**src/rtl/wakein_pkg.sv**
```systemverilog
package wakein_pkg;

    localparam int PIN_N    = 10;
    localparam int EN_LSB   = 0;
    localparam int TYPE_LSB = 16;
    localparam int WORD_W   = 32;
    localparam int CODE_W   = 4;
    localparam int CNT_W    = (1 << CODE_W);

    typedef enum logic {
        LVL_LOW  = 1'b0,
        LVL_HIGH = 1'b1
    } lvl_e;

    typedef struct packed {
        logic [PIN_N-1:0] pol;
        logic [PIN_N-1:0] en;
    } cfg_t;

    function automatic logic [WORD_W-1:0] cfg_to_word(input cfg_t c);
        logic [WORD_W-1:0] w;
        w = '0;
        w[TYPE_LSB +: PIN_N] = c.pol;
        w[EN_LSB   +: PIN_N] = c.en;
        return w;
    endfunction

    function automatic cfg_t word_to_cfg(input logic [PIN_N-1:0] en_bits,
                                         input logic [PIN_N-1:0] pol_bits);
        cfg_t c;
        c.en  = en_bits;
        c.pol = pol_bits;
        return c;
    endfunction

    function automatic logic [CNT_W-1:0] hold_len(input logic [CODE_W-1:0] code);
        return CNT_W'(1) << code;
    endfunction

endpackage

```
**src/rtl/wakein_cfg_reg.sv**
```systemverilog
module wakein_cfg_reg
    import wakein_pkg::*;
#(
    parameter int ADDR_W  = 8,
    parameter int REG_OFS = 12
) (
    input  logic                   clk,
    input  logic                   rst,
    input  logic                   bus_wen,
    input  logic [ADDR_W-1:0]      bus_addr,
    input  logic [WORD_W-1:0]      bus_wdata,
    input  logic                   wp_lock,
    output logic [WORD_W-1:0]      bus_rdata,
    output cfg_t                   cfg,
    output logic [PIN_N-1:0]       cfg_chg
);

    logic  hit;
    logic  wr_ok;
    cfg_t  cfg_nxt;
    logic  unused_rsvd;

    assign hit     = (bus_addr == ADDR_W'(REG_OFS));
    assign wr_ok   = bus_wen && hit && !wp_lock;
    assign cfg_nxt = word_to_cfg(bus_wdata[EN_LSB +: PIN_N], bus_wdata[TYPE_LSB +: PIN_N]);
    assign unused_rsvd = ^{bus_wdata[WORD_W-1:TYPE_LSB+PIN_N], bus_wdata[TYPE_LSB-1:EN_LSB+PIN_N]};

    always_comb begin
        cfg_chg = '0;
        if (wr_ok) begin
            cfg_chg = (cfg_nxt.en ^ cfg.en) | (cfg_nxt.pol ^ cfg.pol);
        end
    end

    always_ff @(posedge clk) begin
        if (rst) begin
            cfg <= '0;
        end else if (wr_ok) begin
            cfg <= cfg_nxt;
        end
    end

    assign bus_rdata = hit ? cfg_to_word(cfg) : '0;

    assert_lock_blocks_R4: assert property (@(posedge clk) disable iff (rst)
        (bus_wen && wp_lock) |=> $stable(cfg));

    assert_other_ofs_R2: assert property (@(posedge clk) disable iff (rst)
        (bus_wen && !hit) |=> $stable(cfg));

endmodule

```
**src/rtl/wakein_sync.sv**
```systemverilog
module wakein_sync #(
    parameter int W = 1
) (
    input  logic         clk,
    input  logic         rst,
    input  logic [W-1:0] d_async,
    output logic [W-1:0] d_sync
);

    logic [W-1:0] stage1;

    always_ff @(posedge clk) begin
        if (rst) begin
            stage1 <= '0;
            d_sync <= '0;
        end else begin
            stage1 <= d_async;
            d_sync <= stage1;
        end
    end

endmodule

```
**src/rtl/wakein_qual.sv**
```systemverilog
module wakein_qual
    import wakein_pkg::*;
(
    input  logic              clk,
    input  logic              rst,
    input  logic              lvl,
    input  logic              en,
    input  lvl_e              pol,
    input  logic              chg,
    input  logic [CODE_W-1:0] code,
    output logic              fire
);

    logic             prev;
    logic             act;
    logic             act_prev;
    logic             edge_hit;
    logic             armed;
    logic [CNT_W-1:0] cnt;
    logic [CNT_W-1:0] len;

    assign act      = (pol == LVL_HIGH) ? lvl  : ~lvl;
    assign act_prev = (pol == LVL_HIGH) ? prev : ~prev;
    assign edge_hit = act && !act_prev;
    assign len      = hold_len(code);
    assign fire     = en && !chg && armed && act && (cnt >= len);

    always_ff @(posedge clk) begin
        if (rst) begin
            prev <= 1'b0;
        end else begin
            prev <= lvl;
        end
    end

    always_ff @(posedge clk) begin
        if (rst || !en || chg) begin
            armed <= 1'b0;
            cnt   <= '0;
        end else if (armed) begin
            if (!act || (cnt >= len)) begin
                armed <= 1'b0;
                cnt   <= '0;
            end else begin
                cnt <= cnt + 1'b1;
            end
        end else if (edge_hit) begin
            armed <= 1'b1;
            cnt   <= CNT_W'(1);
        end
    end

    assert_level_held_R6: assert property (@(posedge clk) disable iff (rst)
        fire |-> $past(act));

    assert_new_edge_R8: assert property (@(posedge clk) disable iff (rst)
        $rose(armed) |-> $past(edge_hit));

    assert_drop_restarts_R9: assert property (@(posedge clk) disable iff (rst)
        (armed && !act) |=> !armed);

    assert_reconfig_abort_R11: assert property (@(posedge clk) disable iff (rst)
        chg |=> !armed);

    assert_disabled_idle_R5: assert property (@(posedge clk) disable iff (rst)
        !en |=> !armed);

endmodule

```
**src/rtl/wakein_ctrl.sv**
```systemverilog
module wakein_ctrl
    import wakein_pkg::*;
#(
    parameter int ADDR_W  = 8,
    parameter int REG_OFS = 12
) (
    input  logic                clk,
    input  logic                rst,
    input  logic                bus_wen,
    input  logic [ADDR_W-1:0]   bus_addr,
    input  logic [WORD_W-1:0]   bus_wdata,
    output logic [WORD_W-1:0]   bus_rdata,
    input  logic                wp_lock,
    input  logic [CODE_W-1:0]   dbc_code,
    input  logic [PIN_N-1:0]    wake_pins,
    input  logic                wake_clear,
    output logic                wake_req,
    output logic [PIN_N-1:0]    wake_src
);

    cfg_t             cfg;
    logic [PIN_N-1:0] cfg_chg;
    logic [PIN_N-1:0] pins_s;
    logic [PIN_N-1:0] fire;

    wakein_cfg_reg #(
        .ADDR_W  (ADDR_W),
        .REG_OFS (REG_OFS)
    ) u_cfg (
        .clk       (clk),
        .rst       (rst),
        .bus_wen   (bus_wen),
        .bus_addr  (bus_addr),
        .bus_wdata (bus_wdata),
        .wp_lock   (wp_lock),
        .bus_rdata (bus_rdata),
        .cfg       (cfg),
        .cfg_chg   (cfg_chg)
    );

    wakein_sync #(
        .W (PIN_N)
    ) u_sync (
        .clk     (clk),
        .rst     (rst),
        .d_async (wake_pins),
        .d_sync  (pins_s)
    );

    for (genvar i = 0; i < PIN_N; i++) begin : g_pin
        wakein_qual u_qual (
            .clk  (clk),
            .rst  (rst),
            .lvl  (pins_s[i]),
            .en   (cfg.en[i]),
            .pol  (lvl_e'(cfg.pol[i])),
            .chg  (cfg_chg[i]),
            .code (dbc_code),
            .fire (fire[i])
        );
    end

    always_ff @(posedge clk) begin
        if (rst) begin
            wake_src <= '0;
        end else begin
            wake_src <= (wake_clear ? '0 : wake_src) | fire;
        end
    end

    assign wake_req = |wake_src;

    assert_src_sticky_R10: assert property (@(posedge clk) disable iff (rst)
        !wake_clear |=> ((wake_src & $past(wake_src)) == $past(wake_src)));

    assert_clear_empties_R10: assert property (@(posedge clk) disable iff (rst)
        (wake_clear && (fire == '0)) |=> !wake_req);

    assert_event_recorded_R6: assert property (@(posedge clk) disable iff (rst)
        (fire != '0) |=> wake_req);

endmodule

```
**config.mk**
```make
export PLATFORM = sky130hd
export DESIGN_NAME = wakein_ctrl
export DESIGN_NICKNAME = d
export VERILOG_FILES = /design/src/rtl/wakein_pkg.sv /design/src/rtl/wakein_cfg_reg.sv /design/src/rtl/wakein_sync.sv /design/src/rtl/wakein_qual.sv /design/src/rtl/wakein_ctrl.sv
export SDC_FILE = /design/constraint.sdc
export NUM_CORES = 1
export LEC_CHECK = 0
export ABC_AREA = 1
export BUFFER_PORTS_ARGS = -buffer_cell sky130_fd_sc_hd__clkbuf_2
export CAP_MARGIN = 20
export CORE_MARGIN = 2
export CORE_UTILIZATION = 45
export DETAILED_ROUTE_END_ITERATION = 6
export GPL_TIMING_DRIVEN = 0
export PLACE_DENSITY_LB_ADDON = 0.1
export SYNTH_ARGS = -nofsm -noshare
export SYNTH_HDL_FRONTEND = slang
export SYNTH_SLANG_ARGS = --single-unit
```
**constraint.sdc**
```tcl
create_clock -name clk -period 3.99 [get_ports clk]
set_input_delay 0.798 -clock clk [delete_from_list [all_inputs] [get_ports clk]]
set_output_delay 0.798 -clock clk [all_outputs]
set_load 0.02 [all_outputs]
```
# After elaboration in Yosys (flattened, before gate mapping)
# Index checks and enable logic that the tools add are counted.
[word_totals] ff_bits=230
[op_classes] addsub=10 n_eq_ne=1 n_reduce_logical=134 n_mux=83 order_cmp=10 bitwise=24 shift=1
[op_table] operator="two-way mux 16 bit" count=30
[op_table] operator="adder 16 x 1 -> 16 bit (second input constant)" count=10
[op_table] operator=">= comparator 16 bit" count=10
[op_table] operator="logical AND 1 bit" count=52
[op_table] operator="two-way mux 1 bit" count=50
[op_table] operator="logical NOT 1 bit" count=41
[op_table] operator="logical OR 1 bit" count=30
[op_table] operator="two-way mux 26 bit" count=1
[op_table] operator="two-way mux 10 bit" count=2
[op_table] operator="inverter 1 bit" count=20
[op_table] operator="OR 10 bit" count=2
[op_table] operator="nonzero test 2 bit" count=10
[op_table] operator="bitwise XOR 10 bit" count=2
[op_table] operator="<< shifter 1 x 4 -> 16 bit (first input constant)" count=1
[op_table] operator="OR reduction 10 bit" count=1
[op_table] operator="== test 8 x 4 -> 1 bit (second input constant)" count=1

# Depth between registers and ports, before layout
# Gate-level depths: netlist of run 1.
[depth] word_depth=10 ltp_mapped=15 depth_no_buf=14

# Modules after synthesis
# From an unflattened synthesis of run 1, not the netlist that was laid out.
[hier_totals] hier_cells=2751 hier_area_um2=18022.3
[modules_own_cells] module="wakein_qual at g_pin[0].u_qual ..." n_inst=9 cells_each=242 seq_area_each_um2=360.3 area_each_um2=1565.3
[modules_own_cells] module="wakein_qual at g_pin[3].u_qual" n_inst=1 cells_each=242 seq_area_each_um2=360.3 area_each_um2=1570.3
[modules_own_cells] module="wakein_cfg_reg" n_inst=1 cells_each=228 seq_area_each_um2=400.4 area_each_um2=1456.4
[modules_own_cells] module="wakein_sync" n_inst=1 cells_each=62 seq_area_each_um2=400.4 area_each_um2=573.0
[modules_own_cells] module="wakein_ctrl" n_inst=1 cells_each=41 seq_area_each_um2=200.2 area_each_um2=335.3

# Least setup slack after synthesis of run 1
# No wires, ideal clock.
[synth_path] path_kind="input to register" from="in dbc_code[2]" to="reg wake_src[2]" slack_ns=0.751 setup_time_ns=0.113 path_stages=14 t_arrival_ns=3.125 n_path_buf=2 required_ns=3.877 cell_sequence="clkbuf_1 -> nor4_1 -> ha_1 -> nand2_1 -> nor2_1 -> nand2_1 -> nand2_1 -> nor2_1 -> nand2_1 -> nand2_1 -> buf_2 -> nand2_1 -> nand3_1 -> nand2_1"
[synth_between] elab_chain_cells=4
[synth_rtl] item="from (decl)" line="wakein_ctrl.sv:14" source="input logic [CODE_W-1:0] dbc_code,"
[synth_rtl] item="<< shifter 1 x 4 -> 16 bit" line="wakein_pkg.sv:37" source="return CNT_W'(1) << code;"
[synth_rtl] item=">= comparator 16 bit" line="wakein_qual.sv:26" source="assign fire = en && !chg && armed && act && (cnt >= len);"
[synth_rtl] item="logical AND 1 bit" line="wakein_qual.sv:26"
[synth_rtl] item="OR 10 bit" line="wakein_ctrl.sv:67" source="wake_src <= (wake_clear ? '0 : wake_src) | fire;"
[synth_rtl] item="to (signal assigned)" line="wakein_ctrl.sv:67"
[synth_rtl] item="to (decl)" line="wakein_ctrl.sv:18" source="output logic [PIN_N-1:0] wake_src"
# No other way between the ends.
# A chain may end at the register's enable or synchronous reset.

# Final worst setup path of run 1
[layout_path] from="in dbc_code[0]" to="reg wake_src[0]"
# The elaborated chain is that of the path after synthesis.

==> run_results.csv, run 1 <==
group,metric,value,unit
outcome,status,"finished clean",
clock_network,ctsResizeCount,0,
critical_path,cp_common_cell,"nand2_1",
logic_synthesis,ys_seq_area_frac,0.283,
logic_synthesis,yosysTopAreaCellShare,0.283,
clock_network,clkLatencyLatePin,570,ps
sta,finalWorstSetupSlack,218,ps
clock_network,h-tree-depth,1,
critical_path,max_stage_delay,1030,ps
placement,dp_hpwl,36600,µm
logic_synthesis,synth-compound-area-share,0.122,
sta,fmax,265,MHz
pwr,peakVddDrop,0.326,mV
sta,worst_pin_slew,1170,ps
layout,fin_nets,2734,
clock_network,cts_hold_buf,0,
routing,drc,0,
layout,antenna_cells,0,
logic_synthesis,syn_avg_cell_area,6.83,µm²
die,core,35600,µm²
critical_path,path_cells,"clkbuf_1, nand4_1, ha_1, nand2_1, nor4_1, nand2_1, buf_2, nand2_1, nand3_1, nand2_1",
critical_path,critPathRequiredTime,4510,ps
sta,period_needed,3770,ps
routing,postRouteAntennaNets,0,
sta,hold_viol_final,0,
logic_synthesis,synthMuxAreaShare,0.00208,
pwr,p_per_area,297,nW/µm²
logic_synthesis,syn_area,16300,µm²
pwr,power.total,5.45,mW
logic_synthesis,yosys-top-cells-area,"dfxtp_1, nand2_1, ha_1",
grt,grt_max_degree,15,
logic_synthesis,synth_cell_types,41,
grt,grt_pass1_wl,79500,µm
grt,antenna_found_initial,0,
routing,vias,16175,
routing,vias_per_cell,5.41,
clock_network,cts_tree,"yes",
critical_path,critPathLaunchType,"input pin",
die,boundaryPins,102,
logic_synthesis,synth_seq_cells,230,
die,die_w,194,µm
critical_path,critPathMaxFanout,10,
sta,clock_skew,13.3,ps
routing,dr.pass1.iters,6,
placement,dp_cells,2934,
logic_synthesis,synthMostInstantiatedCell,"nand2_1",
routing,drt_wl_total,49700,µm
grt,grt_overflow,0,
grt,track_usage,0.259,
critical_path,crit_path_end_kind,"flip-flop",
job,drv_cap,0,
logic_synthesis,synth_flop_cell,"dfxtp_1",
critical_path,slowest_stage,"nand4_1",
layout,final_cells,2988,
grt,grt_pass1_vias,15095,
clock_network,cts_num_sinks,230,
routing,drtIter0Drc,1175,
logic_synthesis,synthSimpleGateAreaFrac,0.327,
routing,wire_per_inst,16.6,µm
sta,slew_headroom,0.218,
logic_synthesis,ys_warn_count,0,
clock_network,clk_pin_slew,60,ps
logic_synthesis,synth_top_family_by_area,"simple AND/OR/NAND/NOR gates",
logic_synthesis,synthTopCellsByCount,"nand2_1, nor2_1, a21oi_1, dfxtp_1, inv_1",
layout,final_layout_size_suffix_gt1_frac,0.115,
logic_synthesis,synth_area_leader_cell,"dfxtp_1",
sta,drv_slew,0,
logic_synthesis,synthAdderAreaFrac,0.131,
sta,post-route-period-util,0.945,
sta,totalNegativeSetupSlack,0,ps
clock_network,cts-root-buf,"clkbuf_16",
logic_synthesis,synthArstFlopShare,0,
die,die-area,37700,µm²
logic_synthesis,syn_inst,2380,
placement,pre_cts_ws,-243,ps
logic_synthesis,synth_edf_count,0,
clock_network,cts_setup_buffers,0,
sta,holdWs,404,ps
clock_network,clk_path_buf_depth,3,
sta,rsz0062_at_grt,"no",
logic_synthesis,synth_xor_area_frac,0.0490,
critical_path,crit_type,"in2reg",
min_path,hp-class,"reg2reg",
placement,gp_congestion,0.927,
die,fp-row-count,69,
die,start_util,0.457,
placement,io_buffers,72,
critical_path,cp.arrival,4290,ps
die,die_h,194,µm
pwr,power.leakage,7.61,nW
sta,setup_violations,0,
layout,syn2layout_area_growth,13.0,%
clock_network,cts-buffers-inserted,29,
-- per-layer routing --
layer | global-route usage | vias to the layer above | part of all wire
met5 | 0 | - | 0
met4 | 0.0923 | 0 | 0.033
met3 | 0.0416 | 85 | 0.067
met2 | 0.411 | 463 | 0.44
met1 | 0.356 | 7421 | 0.47
li1 | - | 8206 | -
-- stage by stage --
step	instance area (µm²)	utilization
after detailed placement	17400	0.489
final	18400	0.516
after CTS	18400	0.516
after global placement	17200	0.485
after global routing	18400	0.516
after floorplan	16300	-
-- logic make-up (layout without fill, tap and decap cells) --
| family | after synthesis | count (layout) |
|---|---|---|
| xor+xnor | 91 | 91 |
| buf+inv | 332 | 468 |
| compound gates | 349 | 349 |
| flops | 230 | 230 |
| fa+ha+maj | 170 | 170 |
| simple gates | 1204 | 1204 |
| other cells | 1 | 12 |
| mux | 3 | 3 |
-- cells in the final DEF, fill, tap and decap left out, drive strengths merged --
cell	netlist	routed
buf	71	82
a31o	6	6
or2	10	10
o22ai	1	1
mux2	3	3
a31oi	1	1
nand4	187	187
xor2	54	54
clkinvlp	0	3
o21bai	10	10
xnor2	37	37
conb	1	12
bufinv	0	3
clkbuf	9	119
o21ai	59	59
nand3b	8	8
a21oi	247	247
ha	170	170
inv	250	251
o21a	1	1
nor3	13	13
nand2	599	599
nand3	89	89
a211oi	20	20
nor2	285	285
clkinv	2	10
dfxtp	230	230
nor4	13	13
a21boi	4	4
-- state kept, by name, indices dropped and copies added, names as in the netlist --
| signal | cells |
|---|---|
| g_pin.u_qual.cnt | 160 |
| u_cfg.cfg | 20 |
| g_pin.u_qual.armed | 10 |
| g_pin.u_qual.prev | 10 |
| u_sync.d_sync | 10 |
| u_sync.stage1 | 10 |
| wake_src | 10 |
-- area by class of cell --
cell class	instances	area [µm²]
plain buffers	80	453
flip-flops and latches	230	4600
multi-input cells	1829	10300
clock buffers	38	810
clock inverters	15	165
repair buffers	83	507
fillers	3579	17200
well taps	461	577
inverters	252	946
-- worst max-delay path, delay by kind of cell --
family        cells  cell delay [ps]
buf+inv           2              650
simple gates      7             2110
fa+ha+maj         1              710
-- worst paths after layout --
kind	startpoint	endpoint	slack (ps)	depth (start not counted)
worst min-delay path	u_sync.stage1[7]	u_sync.d_sync[7]	400	2
worst max register to register	g_pin[0].u_qual.cnt[15]	wake_src[0]	1930	8
worst max-delay path	dbc_code[0]	wake_src[0]	220	10
worst min register to register	u_sync.stage1[7]	u_sync.d_sync[7]	400	2
-- where the power goes --
part           switching (mW)  total [mW]  internal [mW]
clock                    1.10        2.72           1.62
sequential            0.00545        2.31           2.31
combinational           0.295       0.420          0.124
(Power assumes the default switching activity.)
==> inputs of run 2 (changes only) <==
--- a/config.mk
+++ b/config.mk
@@ -5,11 +5,11 @@
 export SDC_FILE = /design/constraint.sdc
 export NUM_CORES = 1
 export LEC_CHECK = 0
-export ABC_AREA = 1
+export ABC_AREA = 0
 export BUFFER_PORTS_ARGS = -buffer_cell sky130_fd_sc_hd__clkbuf_2
 export CAP_MARGIN = 20
 export CORE_MARGIN = 2
-export CORE_UTILIZATION = 45
+export CORE_UTILIZATION = 62
 export DETAILED_ROUTE_END_ITERATION = 6
 export GPL_TIMING_DRIVEN = 0
 export PLACE_DENSITY_LB_ADDON = 0.1
==> run_results.csv, run 2 <==
group,metric,value,unit
outcome,status,"finished clean",
pwr,swShare,0.232,
layout,final_cells,2155,
job,drv_cap,0,
clock_network,clkLatencyLatePin,540,ps
layout,largest_register,"g_pin.u_qual.cnt",
layout,final_common_cell,"dfxtp_1",
critical_path,r2r_start,"g_pin[1].u_qual.cnt[0]",
critical_path,ff2ff_setup_slack,1080,ps
logic_synthesis,synth_flop_cell,"dfxtp_1",
layout,final_design_area_no_fill,16000,µm²
die,die_w,155,µm
min_path,worstHoldStart,"u_sync.stage1[6]",
min_path,whs_path_depth,1,
logic_synthesis,synthMostInstantiatedCell,"dfxtp_1",
clock_network,cts_num_sinks,230,
logic_synthesis,syn_inst,1732,
placement,gp_congestion,0.924,
critical_path,crit_path_end_kind,"flip-flop",
critical_path,slowest_stage,"or4_1",
routing,drtIter0Drc,1066,
logic_synthesis,syn_area,14200,µm²
critical_path,critPathLaunchType,"input pin",
pwr,cellInternalPower,3.84,mW
logic_synthesis,synth_area_leader_cell,"dfxtp_1",
pwr,p_comb_frac,0.056,
critical_path,ff2ff_path_depth,10,
die,die-area,24100,µm²
critical_path,path_cells,"clkbuf_2, nor2b_2, nand2_2, ha_1, a21o_1, nand3_1, a21oi_1, or4_1, nor3_2, buf_2, a21o_1, a22o_1",
logic_synthesis,synth_edf_count,0,
routing,drt_wl_total,39800,µm
sta,post-route-period-util,0.969,
clock_network,cts_hold_buf,0,
pwr,p_per_area,314,nW/µm²
critical_path,max_stage_delay,610,ps
logic_synthesis,syn_avg_cell_area,8.19,µm²
placement,detailed_place.area,15000,µm²
logic_synthesis,synthArstFlopShare,0,
grt,grt_max_degree,13,
clock_network,cts-buffers-inserted,26,
logic_synthesis,yosys-top-cells-area,"dfxtp_1, ha_1, nand2_1",
die,boundaryPins,102,
clock_network,clk_pin_slew,60,ps
sta,fmax,259,MHz
sta,rsz0062_at_grt,"yes",
critical_path,cp_common_cell,"a21o_1",
logic_synthesis,ys_warn_count,0,
die,core,22600,µm²
layout,final_util,0.707,
pwr,switching_power,1.16,mW
pwr,peakVddDrop,0.333,mV
die,start_util,0.628,
pwr,power_frac_seq,0.462,
sta,slew_headroom,0.326,
layout,syn2layout_area_growth,12.6,%
routing,drc,0,
pwr,power.leakage,6.64,nW
logic_synthesis,synth_cell_types,70,
routing,vias,13463,
sta,drv_slew,0,
critical_path,critPathMaxFanout,10,
die,fp-row-count,55,
routing,dr.pass1.iters,5,
placement,dp_cells,2106,
layout,final_layout_size_suffix_gt1_frac,0.109,
sta,period_needed,3870,ps
logic_synthesis,synth_seq_cells,230,
grt,antenna_found_initial,1,
sta,hold_viol_final,0,
grt,grt_pass1_vias,12218,
clock_network,clk_path_buf_depth,3,
routing,vias_per_cell,6.25,
logic_synthesis,synthTopCellsByCount,"dfxtp_1, nand2_1, ha_1, nor2_1, o21ai_0",
sta,totalNegativeSetupSlack,0,ps
die,die_h,155,µm
layout,largest_register_ffs,160,
placement,dp_hpwl,28200,µm
routing,wire_per_inst,18.5,µm
critical_path,critPathRequiredTime,4470,ps
routing,postRouteAntennaNets,0,
clock_network,cts-root-buf,"clkbuf_16",
clock_network,cts_tree,"yes",
critical_path,reg2reg_to,"g_pin[1].u_qual.cnt[4]",
grt,track_usage,0.320,
grt,grt_overflow,0,
min_path,hp-class,"reg2reg",
layout,fin_nets,2081,
critical_path,crit_type,"in2reg",
grt,grt_pass1_wl,62000,µm
layout,layout_common_cells,"dfxtp_1, nand2_1, ha_1, nor2_1, o21ai_0",
layout,reg.largest.list,"g_pin.u_qual.cnt x160, u_cfg.cfg x20",
placement,io_buffers,77,
critical_path,crit_start,"dbc_code[3]",
sta,worst_pin_slew,1000,ps
min_path,hold_path_end,"u_sync.d_sync[6]",
pwr,clockPowerShare,0.482,
critical_path,cp.arrival,4350,ps
sta,clock_skew,17.9,ps
sta,setup_violations,0,
logic_synthesis,yosysTopAreaCellShare,0.325,
logic_synthesis,ys_seq_area_frac,0.325,
clock_network,h-tree-depth,1,
run 2: logic make-up after synthesis:
| family | synth area share |
|---|---|
| other | 0.000264 |
| and+or+nand+nor | 0.268 |
| DFF | 0.325 |
| adders and majority gates | 0.150 |
| AOI/OAI and AO/OA | 0.184 |
| xor gates and xnor gates | 0.0303 |
| buffers and inverters | 0.0307 |
| muxes | 0.0126 |
run 2: metrics by stage:
stage                     setup WS, ps  total power [mW]  hold WS (ps)
after floorplan                    144              2.53           414
final                              124              5.01           436
after CTS                         19.2              5.02           439
after global placement           -1700              2.62           416
after detailed placement          -747              2.62           425
after global routing             -28.7              5.13           448
run 2: power by group through the flow:
| stage | logic (mW) | clock network, mW | registers [mW] |
|---|---|---|---|
| after global placement | 0.253 | 0 | 2.36 |
| final | 0.281 | 2.41 | 2.31 |
| after global routing | 0.302 | 2.52 | 2.31 |
| after detailed placement | 0.260 | 0 | 2.36 |
| after CTS | 0.265 | 2.44 | 2.31 |
| after floorplan | 0.163 | 0 | 2.36 |
run 2: area by class of cell:
| class | count | area (µm²) |
|---|---|---|
| diodes | 1 | 2.50 |
| plain buffers | 58 | 289 |
| clock buffers | 35 | 746 |
| clock inverters | 10 | 103 |
| fillers | 1838 | 6610 |
| inverters | 39 | 146 |
| multi-input cells | 1416 | 9300 |
| flip-flops and latches | 230 | 4600 |
| well taps | 285 | 357 |
| repair buffers | 81 | 419 |
run 2: worst max path at each step:
| stage | end | slack, ps | depth (start not counted) |
|---|---|---|---|
| 2_1_floorplan | g_pin[4].u_qual.cnt[2] | 140 | 11 |
| 3_3_place_gp | g_pin[7].u_qual.cnt[2] | -1700 | 12 |
| 3_5_place_dp | g_pin[5].u_qual.cnt[8] | -750 | 12 |
| 4_1_cts | g_pin[7].u_qual.cnt[2] | 20 | 13 |
| 5_1_grt | g_pin[4].u_qual.cnt[2] | -30 | 13 |
| 6_report | g_pin[1].u_qual.cnt[4] | 120 | 12 |
run 2: per-layer routing:
| metal | GRT usage | share of wire | vias to the layer above |
|---|---|---|---|
| met1 | 0.425 | 0.43 | 6381 |
| met4 | 0.121 | 0.037 | 0 |
| li1 | - | - | 6537 |
| met2 | 0.533 | 0.46 | 448 |
| met3 | 0.0426 | 0.071 | 97 |
| met5 | 0 | 0 | - |
run 2: repair_timing:
action	CTS	global route
resized for setup	5	20
endpoints found under the hold margin	0	0
setup endpoints to repair	42	94
pin swaps	1	0
buffers inserted	3	0
run 2: worst max-delay path, delay by kind of cell:
family                   cells  cell delay (ps)
AO/OA/AOI/OAI                4              550
adder cells (fa/ha/maj)      1              450
buffers and inverters        2              580
AND/OR/NAND/NOR              5             1950
==> inputs of run 3 (changes only) <==
--- a/config.mk
+++ b/config.mk
@@ -8,10 +8,11 @@
 export ABC_AREA = 0
 export BUFFER_PORTS_ARGS = -buffer_cell sky130_fd_sc_hd__clkbuf_2
 export CAP_MARGIN = 20
-export CORE_MARGIN = 2
+export CORE_MARGIN = 1.5
 export CORE_UTILIZATION = 62
 export DETAILED_ROUTE_END_ITERATION = 6
 export GPL_TIMING_DRIVEN = 0
+export MAX_ROUTING_LAYER = met4
 export PLACE_DENSITY_LB_ADDON = 0.1
 export SYNTH_ARGS = -nofsm -noshare
 export SYNTH_HDL_FRONTEND = slang
==> run_results.csv, run 3 (synthesis results as in run 2) <==
group,metric,value,unit
outcome,status,"finished clean",
sta,period_needed,3890,ps
sta,worst_pin_slew,915,ps
critical_path,critPathMaxFanout,10,
layout,n_fill_cell,1841,
die,die-area,23800,µm²
layout,largest_register_ffs,160,
layout,final_common_cell,"dfxtp_1",
layout,layout_common_cells,"dfxtp_1, nand2_1, ha_1, nor2_1, o21ai_0",
grt,track_usage,0.336,
pwr,swShare,0.230,
routing,drc,0,
critical_path,cp.buffers_inverters,2,
pwr,switching_power,1.17,mW
clock_network,cts-root-buf,"clkbuf_16",
routing,postRouteAntennaNets,0,
critical_path,crit_path_end_kind,"flip-flop",
sta,drv_slew,0,
pwr,cellInternalPower,3.91,mW
clock_network,clk_pin_slew,60,ps
critical_path,cp.arrival,4360,ps
sta,slew_headroom,0.385,
placement,dp_hpwl,27700,µm
routing,drt_wl_total,39300,µm
placement,io_buffers,77,
min_path,hp-class,"reg2reg",
sta,totalNegativeSetupSlack,0,ps
clock_network,clkLatencyLatePin,530,ps
die,boundaryPins,102,
layout,final_design_area_no_fill,16000,µm²
job,drv_cap,0,
critical_path,path_cells,"clkbuf_2, nor2_1, nand3_2, ha_1, and2_0, a221o_1, a2111oi_2, o21ai_1, or2_1, buf_2, or3_1, o21ai_1",
grt,antenna_found_initial,1,
critical_path,cp_top_family,"simple AND/OR/NAND/NOR gates",
sta,post-route-period-util,0.976,
placement,detailed_place.area,15000,µm²
critical_path,max_stage_delay,520,ps
routing,drtIter0Drc,1010,
clock_network,cts-buffers-inserted,26,
pwr,clockPowerShare,0.490,
min_path,worstHoldStart,"u_sync.stage1[5]",
layout,largest_register,"g_pin.u_qual.cnt",
routing,dr.pass1.iters,5,
grt,grt_overflow,0,
layout,fin_nets,2081,
clock_network,clk_path_buf_depth,3,
routing,vias_per_cell,6.23,
critical_path,critPathRequiredTime,4460,ps
pwr,peakVddDrop,0.291,mV
clock_network,cts_tree,"yes",
placement,pre_cts_ws,-691,ps
die,fp-row-count,55,
layout,seq_area,4600,µm²
sta,finalWorstSetupSlack,96.5,ps
placement,gp_congestion,0.953,
clock_network,h-tree-depth,1,
grt,grt_pass1_wl,62300,µm
critical_path,critPathLaunchType,"input pin",
layout,reg.largest.list,"g_pin.u_qual.cnt x160, u_cfg.cfg x20",
pwr,power.leakage,6.68,nW
critical_path,ff2ff_path_depth,10,
sta,fmax,257,MHz
sta,hold_viol_final,0,
layout,final_layout_size_suffix_gt1_frac,0.111,
critical_path,reg2reg_to,"g_pin[1].u_qual.cnt[2]",
pwr,p_per_area,317,nW/µm²
critical_path,r2r_start,"g_pin[1].u_qual.cnt[0]",
routing,vias,13435,
layout,multiInputGateArea,9310,µm²
critical_path,cp_common_cell,"o21ai_1",
routing,wire_per_inst,18.2,µm
die,die_h,154,µm
sta,clock_skew,9.48,ps
pwr,p_comb_frac,0.055,
min_path,hold_path_end,"u_sync.d_sync[5]",
sta,setup_violations,0,
critical_path,slowest_stage,"nand3_2",
critical_path,ff2ff_setup_slack,1080,ps
sta,rsz0062_at_grt,"no",
pwr,power_frac_seq,0.455,
die,die_w,154,µm
critical_path,crit_type,"in2reg",
grt,grt_pass1_vias,12184,
clock_network,cts_num_sinks,230,
die,start_util,0.628,
min_path,whs_path_depth,1,
critical_path,crit_start,"dbc_code[2]",
sta,holdWs,434,ps
layout,syn2layout_area_growth,13.0,%
die,core,22600,µm²
grt,grt_max_degree,14,
pwr,power.total,5.08,mW
==> run 3: power groups by stage <==
stage                     Sequential [mW]  Clock, mW  Combinational (mW)
after floorplan                      2.36          0               0.163
after global placement               2.36          0               0.251
after detailed placement             2.36          0               0.258
after CTS                            2.31       2.51               0.264
after global routing                 2.31       2.60               0.303
final                                2.31       2.49               0.280
==> run 3: what timing repair did <==
item | CTS | global route
endpoints found under the setup margin | 61 | 110
buffers inserted | 3 | 0
pin swaps | 1 | 0
hold buffers | 0 | 0
gates resized for setup | 4 | 23
==> run 3: metal layers <==
metal / up-vias / global-route usage / part of all wire
li1: 6551 / - / -
met1: 6295 / 0.439 / 0.43
met2: 489 / 0.538 / 0.45
met3: 100 / 0.0420 / 0.079
met4: 0 / 0.119 / 0.040
met5: - / - / 0
==> run 3: how the worst max path moves through the flow <==
| stage | to | cells past startpoint |
|---|---|---|
| global placement | g_pin[1].u_qual.cnt[2] | 11 |
| detailed placement | g_pin[1].u_qual.cnt[2] | 12 |
| floorplan | g_pin[4].u_qual.cnt[2] | 11 |
| global route | g_pin[1].u_qual.cnt[2] | 12 |
| finish | g_pin[8].u_qual.cnt[11] | 12 |
| CTS | g_pin[5].u_qual.cnt[9] | 12 |
==> run 3: final cells by class <==
class | instances | share of cell area
inverters | 39 | 0.00914
flip-flops and latches | 230 | 0.287
diodes | 1 | 0.000156
multi-input cells | 1416 | 0.581
repair buffers | 81 | 0.0269
clock inverters | 15 | 0.00937
well taps | 285 | 0.0223
plain buffers | 58 | 0.0180
clock buffers | 33 | 0.0461
==> run 3: worst register-to-register path: cells and delay by family, from the launching register on <==
kind | cells | cell delay [ps]
flip-flops | 1 | 430
adder cells (fa/ha/maj) | 1 | 290
AO/OA/AOI/OAI | 3 | 430
AND/OR/NAND/NOR | 3 | 1100
multiplexers | 1 | 150
buffers and inverters | 2 | 430
==> run 3: through the flow <==
step,util,std cells
finish,0.710,2158
global route,0.710,2158
CTS,0.706,2157
detailed placement,0.664,2106
global placement,0.663,2105
floorplan,-,1743
